[config.mk]
export PLATFORM = sky130hd
export DESIGN_NAME = tick_timer
export DESIGN_NICKNAME = d
export VERILOG_FILES = /design/src/rtl/tick_pkg.sv /design/src/rtl/tick_stage_div.sv /design/src/rtl/tick_mod_counter.sv /design/src/rtl/tick_irq_flag.sv /design/src/rtl/tick_timer.sv
export SDC_FILE = /design/constraint.sdc
export NUM_CORES = 1
export LEC_CHECK = 0
export BUFFER_PORTS_ARGS = -buffer_cell sky130_fd_sc_hd__buf_4
export CORE_UTILIZATION = 30
export CTS_BUF_LIST = sky130_fd_sc_hd__clkbuf_4
export DETAILED_ROUTE_END_ITERATION = 8
export MAX_ROUTING_LAYER = met4
export PLACE_DENSITY = 0.43
export SLEW_MARGIN = 10
export SYNTH_ARGS = -nofsm -noshare
export SYNTH_HDL_FRONTEND = slang
export SYNTH_SLANG_ARGS = --single-unit
[constraint.sdc]
create_clock -name clk -period 3.5 [get_ports clk]
set_clock_uncertainty 0.2 [all_clocks]
set_input_delay 0.35 -clock clk [delete_from_list [all_inputs] [get_ports clk]]
set_output_delay 0.35 -clock clk [all_outputs]
set_load 0.1 [all_outputs]
[src/rtl/tick_pkg.sv]
package tick_pkg;
   // Default geometry of the tick chain
   localparam int unsigned DEF_MOD_W    = 8;
   localparam int unsigned DEF_FIX_DIV  = 4;
   localparam int unsigned DEF_SLOW_DIV = 512;

   // Counter width needed for a divide-by-n stage
   function automatic int unsigned stage_width(input int unsigned n);
      return (n > 1) ? $clog2(n) : 1;
   endfunction
endpackage

[src/rtl/tick_stage_div.sv]
module tick_stage_div #(
   parameter int unsigned DIV = 4
) (
   input  logic clk,
   input  logic rst_n,
   input  logic clr,
   input  logic step,
   output logic carry
);
   localparam int unsigned CW = tick_pkg::stage_width(DIV);

   generate
      if (DIV < 1) begin : g_bad
         $error("tick_stage_div: DIV must be at least 1");
      end
      if (DIV == 1) begin : g_pass
         assign carry = step;
      end else begin : g_count
         logic [CW-1:0] cnt_q;
         logic          at_top;
         assign at_top = (cnt_q == CW'(DIV - 1));
         assign carry  = step & at_top;
         always_ff @(posedge clk or negedge rst_n) begin
            if (!rst_n)
               cnt_q <= '0;
            else if (clr)
               cnt_q <= '0;
            else if (step)
               cnt_q <= at_top ? '0 : cnt_q + CW'(1);
         end
      end
   endgenerate
endmodule

[src/rtl/tick_mod_counter.sv]
module tick_mod_counter #(
   parameter int unsigned MOD_W = 8
) (
   input  logic             clk,
   input  logic             rst_n,
   input  logic             load,
   input  logic [MOD_W-1:0] load_val,
   input  logic [MOD_W-1:0] reload_val,
   input  logic             step,
   output logic [MOD_W-1:0] cnt,
   output logic             term
);
   generate
      if (MOD_W < 1) begin : g_bad
         $error("tick_mod_counter: MOD_W must be at least 1");
      end
   endgenerate

   logic [MOD_W-1:0] cnt_q;
   logic             armed;

   assign armed = (reload_val != '0);
   assign term  = step & armed & (cnt_q == MOD_W'(1));
   assign cnt   = cnt_q;

   always_ff @(posedge clk or negedge rst_n) begin
      if (!rst_n)
         cnt_q <= '0;
      else if (load)
         cnt_q <= load_val;
      else if (step && armed)
         cnt_q <= term ? reload_val : cnt_q - MOD_W'(1);
   end
endmodule

[src/rtl/tick_irq_flag.sv]
module tick_irq_flag (
   input  logic clk,
   input  logic rst_n,
   input  logic set,
   input  logic ack,
   output logic flag
);
   logic flag_q;
   assign flag = flag_q;

   // a set in the same cycle as an ack keeps the flag high
   always_ff @(posedge clk or negedge rst_n) begin
      if (!rst_n)
         flag_q <= 1'b0;
      else if (set)
         flag_q <= 1'b1;
      else if (ack)
         flag_q <= 1'b0;
   end
endmodule

[src/rtl/tick_timer.sv]
module tick_timer #(
   parameter int unsigned MOD_W    = tick_pkg::DEF_MOD_W,
   parameter int unsigned FIX_DIV  = tick_pkg::DEF_FIX_DIV,
   parameter int unsigned SLOW_DIV = tick_pkg::DEF_SLOW_DIV
) (
   input  logic             clk,
   input  logic             rst_n,
   input  logic             ref_tick,
   input  logic [MOD_W-1:0] mod_in,
   input  logic             slow_sel,
   input  logic             cfg_wr,
   input  logic             irq_ack,
   output logic             irq
);
   generate
      if (FIX_DIV < 1 || SLOW_DIV < 1) begin : g_bad
         $error("tick_timer: divide factors must be at least 1");
      end
   endgenerate

   logic [MOD_W-1:0] mod_q;
   logic             sel_q;
   logic             step_w, fix_c, slow_c, pre_c;
   logic [MOD_W-1:0] cnt_w;
   logic             term_w;

   always_ff @(posedge clk or negedge rst_n) begin
      if (!rst_n) begin
         mod_q <= '0;
         sel_q <= 1'b0;
      end else if (cfg_wr) begin
         mod_q <= mod_in;
         sel_q <= slow_sel;
      end
   end

   // a write takes priority over a reference pulse in the same cycle
   assign step_w = ref_tick & ~cfg_wr;

   tick_stage_div #(.DIV(FIX_DIV)) u_fix (
      .clk(clk), .rst_n(rst_n), .clr(cfg_wr), .step(step_w), .carry(fix_c)
   );

   tick_stage_div #(.DIV(SLOW_DIV)) u_slow (
      .clk(clk), .rst_n(rst_n), .clr(cfg_wr), .step(fix_c), .carry(slow_c)
   );

   assign pre_c = sel_q ? slow_c : fix_c;

   tick_mod_counter #(.MOD_W(MOD_W)) u_cnt (
      .clk(clk), .rst_n(rst_n), .load(cfg_wr), .load_val(mod_in),
      .reload_val(mod_q), .step(pre_c), .cnt(cnt_w), .term(term_w)
   );

   tick_irq_flag u_flag (
      .clk(clk), .rst_n(rst_n), .set(term_w), .ack(irq_ack), .flag(irq)
   );
endmodule

==> impl_metrics.yaml, run 1 <==
die:
  io-pin-count: 15
  rows: 26
  fp.dieH_um: 75.69
  initial_core_util_pct: 31.49
  fp.dieArea_sq_mm: 0.005729
  core_area_sq_mm: 0.005172
  die_w_um: 75.69
global_routing:
  antenna_found_initial: 0
  grt_pass1_wl_mm: 6.141
  track_usage_pct: 14.92
  grt.overflow.total: 0
  grt_start_max_net_pins: 39
  grt_pass1_vias: 1293
cells_and_area:
  final_layout_size_suffix_gt1_share_pct: 20.00
  layout_common_cells: "dfrtp_1 (29), buf_4 (15), o21ai_0 (14)"
  syn2layout_area_growth_pct: 16.21
  fin_nets: 203
  diodes: 0
  instances_no_fill: 255
  final_common_cell: "dfrtp_1"
  fin_util_pct: 36.60
setup_path:
  critPathSlowestCell: "a2111oi_4"
  critPathLaunchType: "flip-flop"
  timing.critical_path.cells: "ha_1 -> and3_1 -> and3_1 -> and3_1 -> ha_1 -> nor2b_1 -> a2111oi_4 -> buf_4 -> nor3_1 -> a221oi_1"
  crit_arrival_ns: 3.15
  path_class: "flip-flop to flip-flop"
  cp-end-kind: "flip-flop"
  critPathRequiredTime_ns: 3.53
  critPathMostFrequentCell: "and3_1"
  max_stage_delay_ns: 0.54
  path_max_fanout: 11
detailed_routing:
  drt-vias-per-instance: 5.247
  post_drt_wl_per_cell_um: 14.47
  num_vias: 1338
  final_antenna_net_count: 0
  first_iter_violations: 42
  drcViolationCount: 0
  dr.pass1.iters: 4
  wirelength_mm: 3.691
sta:
  setup_ws_ns: 0.3798
  setup_viol: 0
  slew_headroom_pct: 57.14
  tightest_slew_ns: 0.6370
  finalHoldViolations: 0
  slew_viol_final: 0
  rsz0062_at_grt: "false"
  post-route-min-period_ns: 3.120
  fmax_mhz: 320.5
  tns_ns: 0
  finalCritPeriodShare_pct: 89.15
placed_design:
  io_buffers: 14
  placedCellCount: 245
  hpwlAfterDp_mm: 2.485
  place_ws_ns: 0.3861
  place_congestion: 0.7538
outcome:
  status: "completed"
synthesis:
  ys_seq_area_share_pct: 44.55
  ys_ff_latch: 29
  syn_inst: 167
  netlist_top_cells_area: "dfrtp_1 (45%), o21ai_0 (4.3%), mux2_2 (4.1%), ha_1 (3.8%), nor3_1 (2.8%)"
  synthArstFlopShare_pct: 100.0
  yosysTopAreaCell: "dfrtp_1"
  ys_types: 44
  synth_enable_flop_cells: 0
  syn-num-nets: 186
  synthFlopType: "dfrtp_1"
  synth_area_sq_mm: 0.001629
  synth_top_area_share_pct: 44.55
  syn_area_per_cell_sq_um: 9.755
  yosys_warnings: 0
power:
  powerDensity_mw_per_mm2: 394.7
  ir_worst_vdd_v: 0.0001562
  p_leak_nw: 0.8090
clocking:
  htreeDepth: 2
  numCtsBuffers: 5
  clock_latency_ns: 0.33
  tritoncts: "built"
  clockRootBuffer: "clkbuf_4"
  clk_pin_slew_worst_paths_ns: 0.11
  cts_sinks: 29
  clock_path_buffers: 2
min_path:
  hold_class: "input port to flip-flop"
job:
  max_cap_viol_count: 0
layout make-up:
cell class / count / area, sq um
well taps: 70 / 87.58
multi-input cells: 119 / 823.3
repair buffers: 17 / 132.6
clock inverters: 3 / 41.29
flip-flops and latches: 29 / 725.7
fillers: 526 / 3279
clock buffers: 5 / 37.54
inverters: 12 / 45.04
power breakdown:
group / internal (mW) / switching (mW)
Clock: 0.148 / 0.129
Combinational: 0.0441 / 0.0471
Sequential: 0.355 / 0.0241
logic make-up (layout without fill, tap and decap cells):
family | after synthesis | after routing | share of synthesized area (%)
AND/OR/NAND/NOR | 59 | 59 | 20.81
AO/OA/AOI/OAI | 44 | 44 | 18.82
flip-flops | 29 | 29 | 44.55
buffers and inverters | 19 | 37 | 4.915
multiplexers | 9 | 9 | 5.991
adder cells (fa/ha/maj) | 5 | 5 | 3.840
XOR/XNOR | 2 | 2 | 1.075
cell usage after synthesis (2+ instances only):
cell type and count:
inv_1 12, mux2i_1 3, and3_1 3, nand2_1 12, or4_4 2, nor3_1 9
nand4_1 3, nor2_1 9, a221oi_1 4, o21ai_0 14, mux2_2 6, dfrtp_1 29
or3_1 2, or3b_2 3, nor4_1 2, a31oi_1 4, nand3b_1 2, ha_1 5
a21oi_1 8, o31ai_1 2, nor3b_1 2, clkbuf_1 3, nor2b_1 2, o211ai_1 2
nand3_1 4, buf_1 2
flip-flops by register name, summed over array words and instances, names as in the netlist:
name,flops
mod_q,8
sel_q,1
u_cnt.cnt,8
u_fix.g_count.cnt_q,2
u_flag.flag,1
u_slow.g_count.cnt_q,9
routing by layer:
metal  part of all wire (%)  global-route usage [%]
met1                     50                   19.75
met4                    1.0                   5.144
met5                      0                       -
met2                     44                   21.92
met3                    5.0                   4.101
path summary, 6_finish.rpt:
kind | from | to | slack, ns | cells past startpoint
max reg2reg | u_slow.g_count.cnt_q[0]$_DFFE_PN0P_ | u_cnt.cnt[3]$_DFFE_PN0P_ | 0.38 | 10
max | u_slow.g_count.cnt_q[0]$_DFFE_PN0P_ | u_cnt.cnt[3]$_DFFE_PN0P_ | 0.38 | 10
min | mod_in[0] | u_cnt.cnt[0]$_DFFE_PN0P_ | 0.05 | 3
min reg2reg | mod_q[7]$_DFFE_PN0P_ | mod_q[7]$_DFFE_PN0P_ | 0.32 | 2
min in group asynchronous | rst_n | u_cnt.cnt[4]$_DFFE_PN0P_ | 0.28 | 2
max in group asynchronous | rst_n | u_cnt.cnt[6]$_DFFE_PN0P_ | 2.53 | 2
worst max-delay path, delay by kind of cell, from the launching register on:
kind,cells,cell delay (ns)
flip-flops,1,0.45
buffers and inverters,1,0.28
AO/OA/AOI/OAI,2,0.76
AND/OR/NAND/NOR,5,0.76
adder cells (fa/ha/maj),2,0.56
metrics by stage:
stage,instance area [sq um],total power [mW],hold slack (ns)
2_1_floorplan,1629,0.4386,-0.1456
3_3_place_gp,1794,0.4748,0.1038
3_5_place_dp,1794,0.4763,0.1108
4_1_cts,1883,0.7588,0.003804
5_1_grt,1893,0.7861,0.02677
6_report,1893,0.7473,0.04547
what timing repair did:
| action | 4_1_cts | 5_1_grt |
|---|---|---|
| hold buffers | 1 | 1 |
| endpoints found under the hold margin | 29 | 1 |
| setup buffers | 0 | 0 |
| gates resized for setup | 0 | 0 |
Power figures use the tool's default switching activity.
==> run 2: changes to the inputs <==
- CELL_PAD_IN_SITES_DETAIL_PLACEMENT: default -> 1
- CELL_PAD_IN_SITES_GLOBAL_PLACEMENT: default -> 1
- PLACE_DENSITY: 0.43 -> 0.53
- clock period: 3.5 -> 3.1 ns (I/O delays scaled with it)
==> run 2 against run 1 <==
Die area stayed put. Register-to-register slack worse by 0.06 ns. Worst setup slack got worse by 0.059 ns. Non-clock buffer count is 2 higher. Flip-flop and latch count unchanged. Largest power group unchanged. Total power is 3.1% higher. Critical endpoint unchanged. Wire length increased by 10%. Combinational power grew 16%. Design area is 0.33% higher. Critical path depth did not move. Clock power shrank 15%.
==> impl_metrics.yaml, run 2 (synthesized netlist as in run 1, its figures left out) <==
setup_path:
  critPathLaunchType: "flip-flop"
  cp-end-kind: "flip-flop"
  critPathRequiredTime_ns: 3.12
  path_class: "flip-flop to flip-flop"
  crit_arrival_ns: 2.80
  path_max_fanout: 10
detailed_routing:
  drt-vias-per-instance: 5.152
  num_vias: 1324
  drcViolationCount: 0
  post_drt_wl_per_cell_um: 15.79
  first_iter_violations: 129
  highest_layer: "met4"
  dr.pass1.iters: 4
  wirelength_met1_mm: 2.069
  wirelength_mm: 4.059
  wl_met2_mm: 1.845
  wl_met3_um: 125
  final_antenna_net_count: 0
sta:
  tightest_slew_ns: 0.6057
  setup_ws_ns: 0.3206
  finalHoldViolations: 0
  tns_ns: 0
  post-route-min-period_ns: 2.779
  setup_viol: 0
  slew_headroom_pct: 59.25
  slew_viol_final: 0
  rsz0062_at_grt: "false"
  fmax_mhz: 359.8
  finalCritPeriodShare_pct: 89.66
clocking:
  clockRootBuffer: "clkbuf_4"
  cts_sinks: 29
  clk_pin_slew_worst_paths_ns: 0.10
  clock_path_buffers: 2
  tritoncts: "built"
  htreeDepth: 2
  clock_latency_ns: 0.32
  post_cts_buffers: 0
  numCtsBuffers: 5
global_routing:
  grt_pass1_wl_mm: 7.231
  grt_pass1_vias: 1438
  grt.overflow.total: 0
  antenna_found_initial: 0
  track_usage_pct: 17.44
  grt_start_max_net_pins: 39
die:
  initial_core_util_pct: 31.49
  fp.dieArea_sq_mm: 0.005729
  io-pin-count: 15
  core_area_sq_mm: 0.005172
  rows: 26
  fp.dieH_um: 75.69
  die_w_um: 75.69
min_path:
  hold_class: "input port to flip-flop"
job:
  max_cap_viol_count: 0
placed_design:
  hpwlAfterDp_mm: 2.785
  io_buffers: 14
  place_ws_ns: 0.1560
  place_congestion: 0.8522
power:
  p_leak_nw: 0.8121
  ir_worst_vdd_v: 0.0002226
  powerDensity_mw_per_mm2: 405.6
cells_and_area:
  largest_reg_flops: 9
  fillCellCount: 592
  top_register: "u_slow.g_count.cnt_q"
  syn2layout_area_growth_pct: 16.59
  final_layout_size_suffix_gt1_share_pct: 21.39
  fin_util_pct: 36.72
  fin_nets: 205
  diodes: 0
  layout_common_cells: "dfrtp_1 (29), buf_4 (16), o21ai_0 (14)"
  final_common_cell: "dfrtp_1"
outcome:
  status: "completed"
-- run 2: changes by cell type in the layout (fill, tap and decap cells not counted), sizes merged --
cell	change
buf	+1
bufinv	-1
clkbuf	+1
clkinv	+1
clkinvlp	-1
dlygate4sd3	+1
-- run 2: critical path: stages, from the launching register on --
cell       delay [ns]
dfrtp_1          0.44
ha_1             0.24
and3_1           0.23
and3_1           0.18
and3_1           0.21
ha_4             0.21
nor2b_1          0.09
a2111oi_4        0.37
buf_4            0.22
nor3_1           0.06
a221oi_1         0.24
-- run 2: cell type report --
cell class	instances	area, sq um	area share (%)
clock inverters	2	10.01	0.5270
well taps	70	87.58	4.611
clock buffers	6	45.04	2.372
inverters	12	45.04	2.372
repair buffers	19	150.1	7.905
multi-input cells	119	835.8	44.01
flip-flops and latches	29	725.7	38.21
-- run 2: final timing paths --
| path | from | endpoint | slack [ns] | cells past startpoint |
|---|---|---|---|---|
| min | mod_in[6] | u_cnt.cnt[6]$_DFFE_PN0P_ | 0.02 | 3 |
| min reg2reg | sel_q$_DFFE_PN0P_ | sel_q$_DFFE_PN0P_ | 0.33 | 1 |
| max reg2reg | u_slow.g_count.cnt_q[1]$_DFFE_PN0P_ | u_cnt.cnt[3]$_DFFE_PN0P_ | 0.32 | 10 |
| max in group asynchronous | rst_n | mod_q[2]$_DFFE_PN0P_ | 2.15 | 2 |
| max | u_slow.g_count.cnt_q[1]$_DFFE_PN0P_ | u_cnt.cnt[3]$_DFFE_PN0P_ | 0.32 | 10 |
| min in group asynchronous | rst_n | u_slow.g_count.cnt_q[3]$_DFFE_PN0P_ | 0.24 | 2 |
-- run 2: metrics by stage --
| step | total power, mW | cell area [sq um] | cells | hold slack, ns |
|---|---|---|---|---|
| after global placement | 0.5354 | 1802 | 246 | 0.06396 |
| after detailed placement | 0.5412 | 1802 | 246 | 0.07125 |
| after CTS | 0.7840 | 1887 | 257 | 0.003202 |
| final | 0.7703 | 1899 | 257 | 0.01596 |
| after global routing | 0.8198 | 1899 | 257 | 0.001162 |
| after floorplan | 0.4951 | 1629 | 167 | -0.1856 |
-- run 2: what timing repair did --
action | CTS | global route
setup endpoints to repair | 0 | 10
gates resized for setup | 0 | 2
hold buffers | 3 | 0
endpoints found under the hold margin | 31 | 0
-- run 2: power by group --
part	internal (mW)	switching [mW]	total, mW	leakage (nW)
Sequential	0.401	0.0288	0.430	0.367
Combinational	0.0506	0.0552	0.106	0.409
Clock	0.0951	0.140	0.235	0.0354
Total	0.547	0.224	0.770	0.812
-- run 2: routing by layer --
layer,up-vias,global-route usage [%]
li1,658,-
met1,642,23.71
met2,21,26.19
met3,3,4.101
met4,0,4.321
met5,-,-
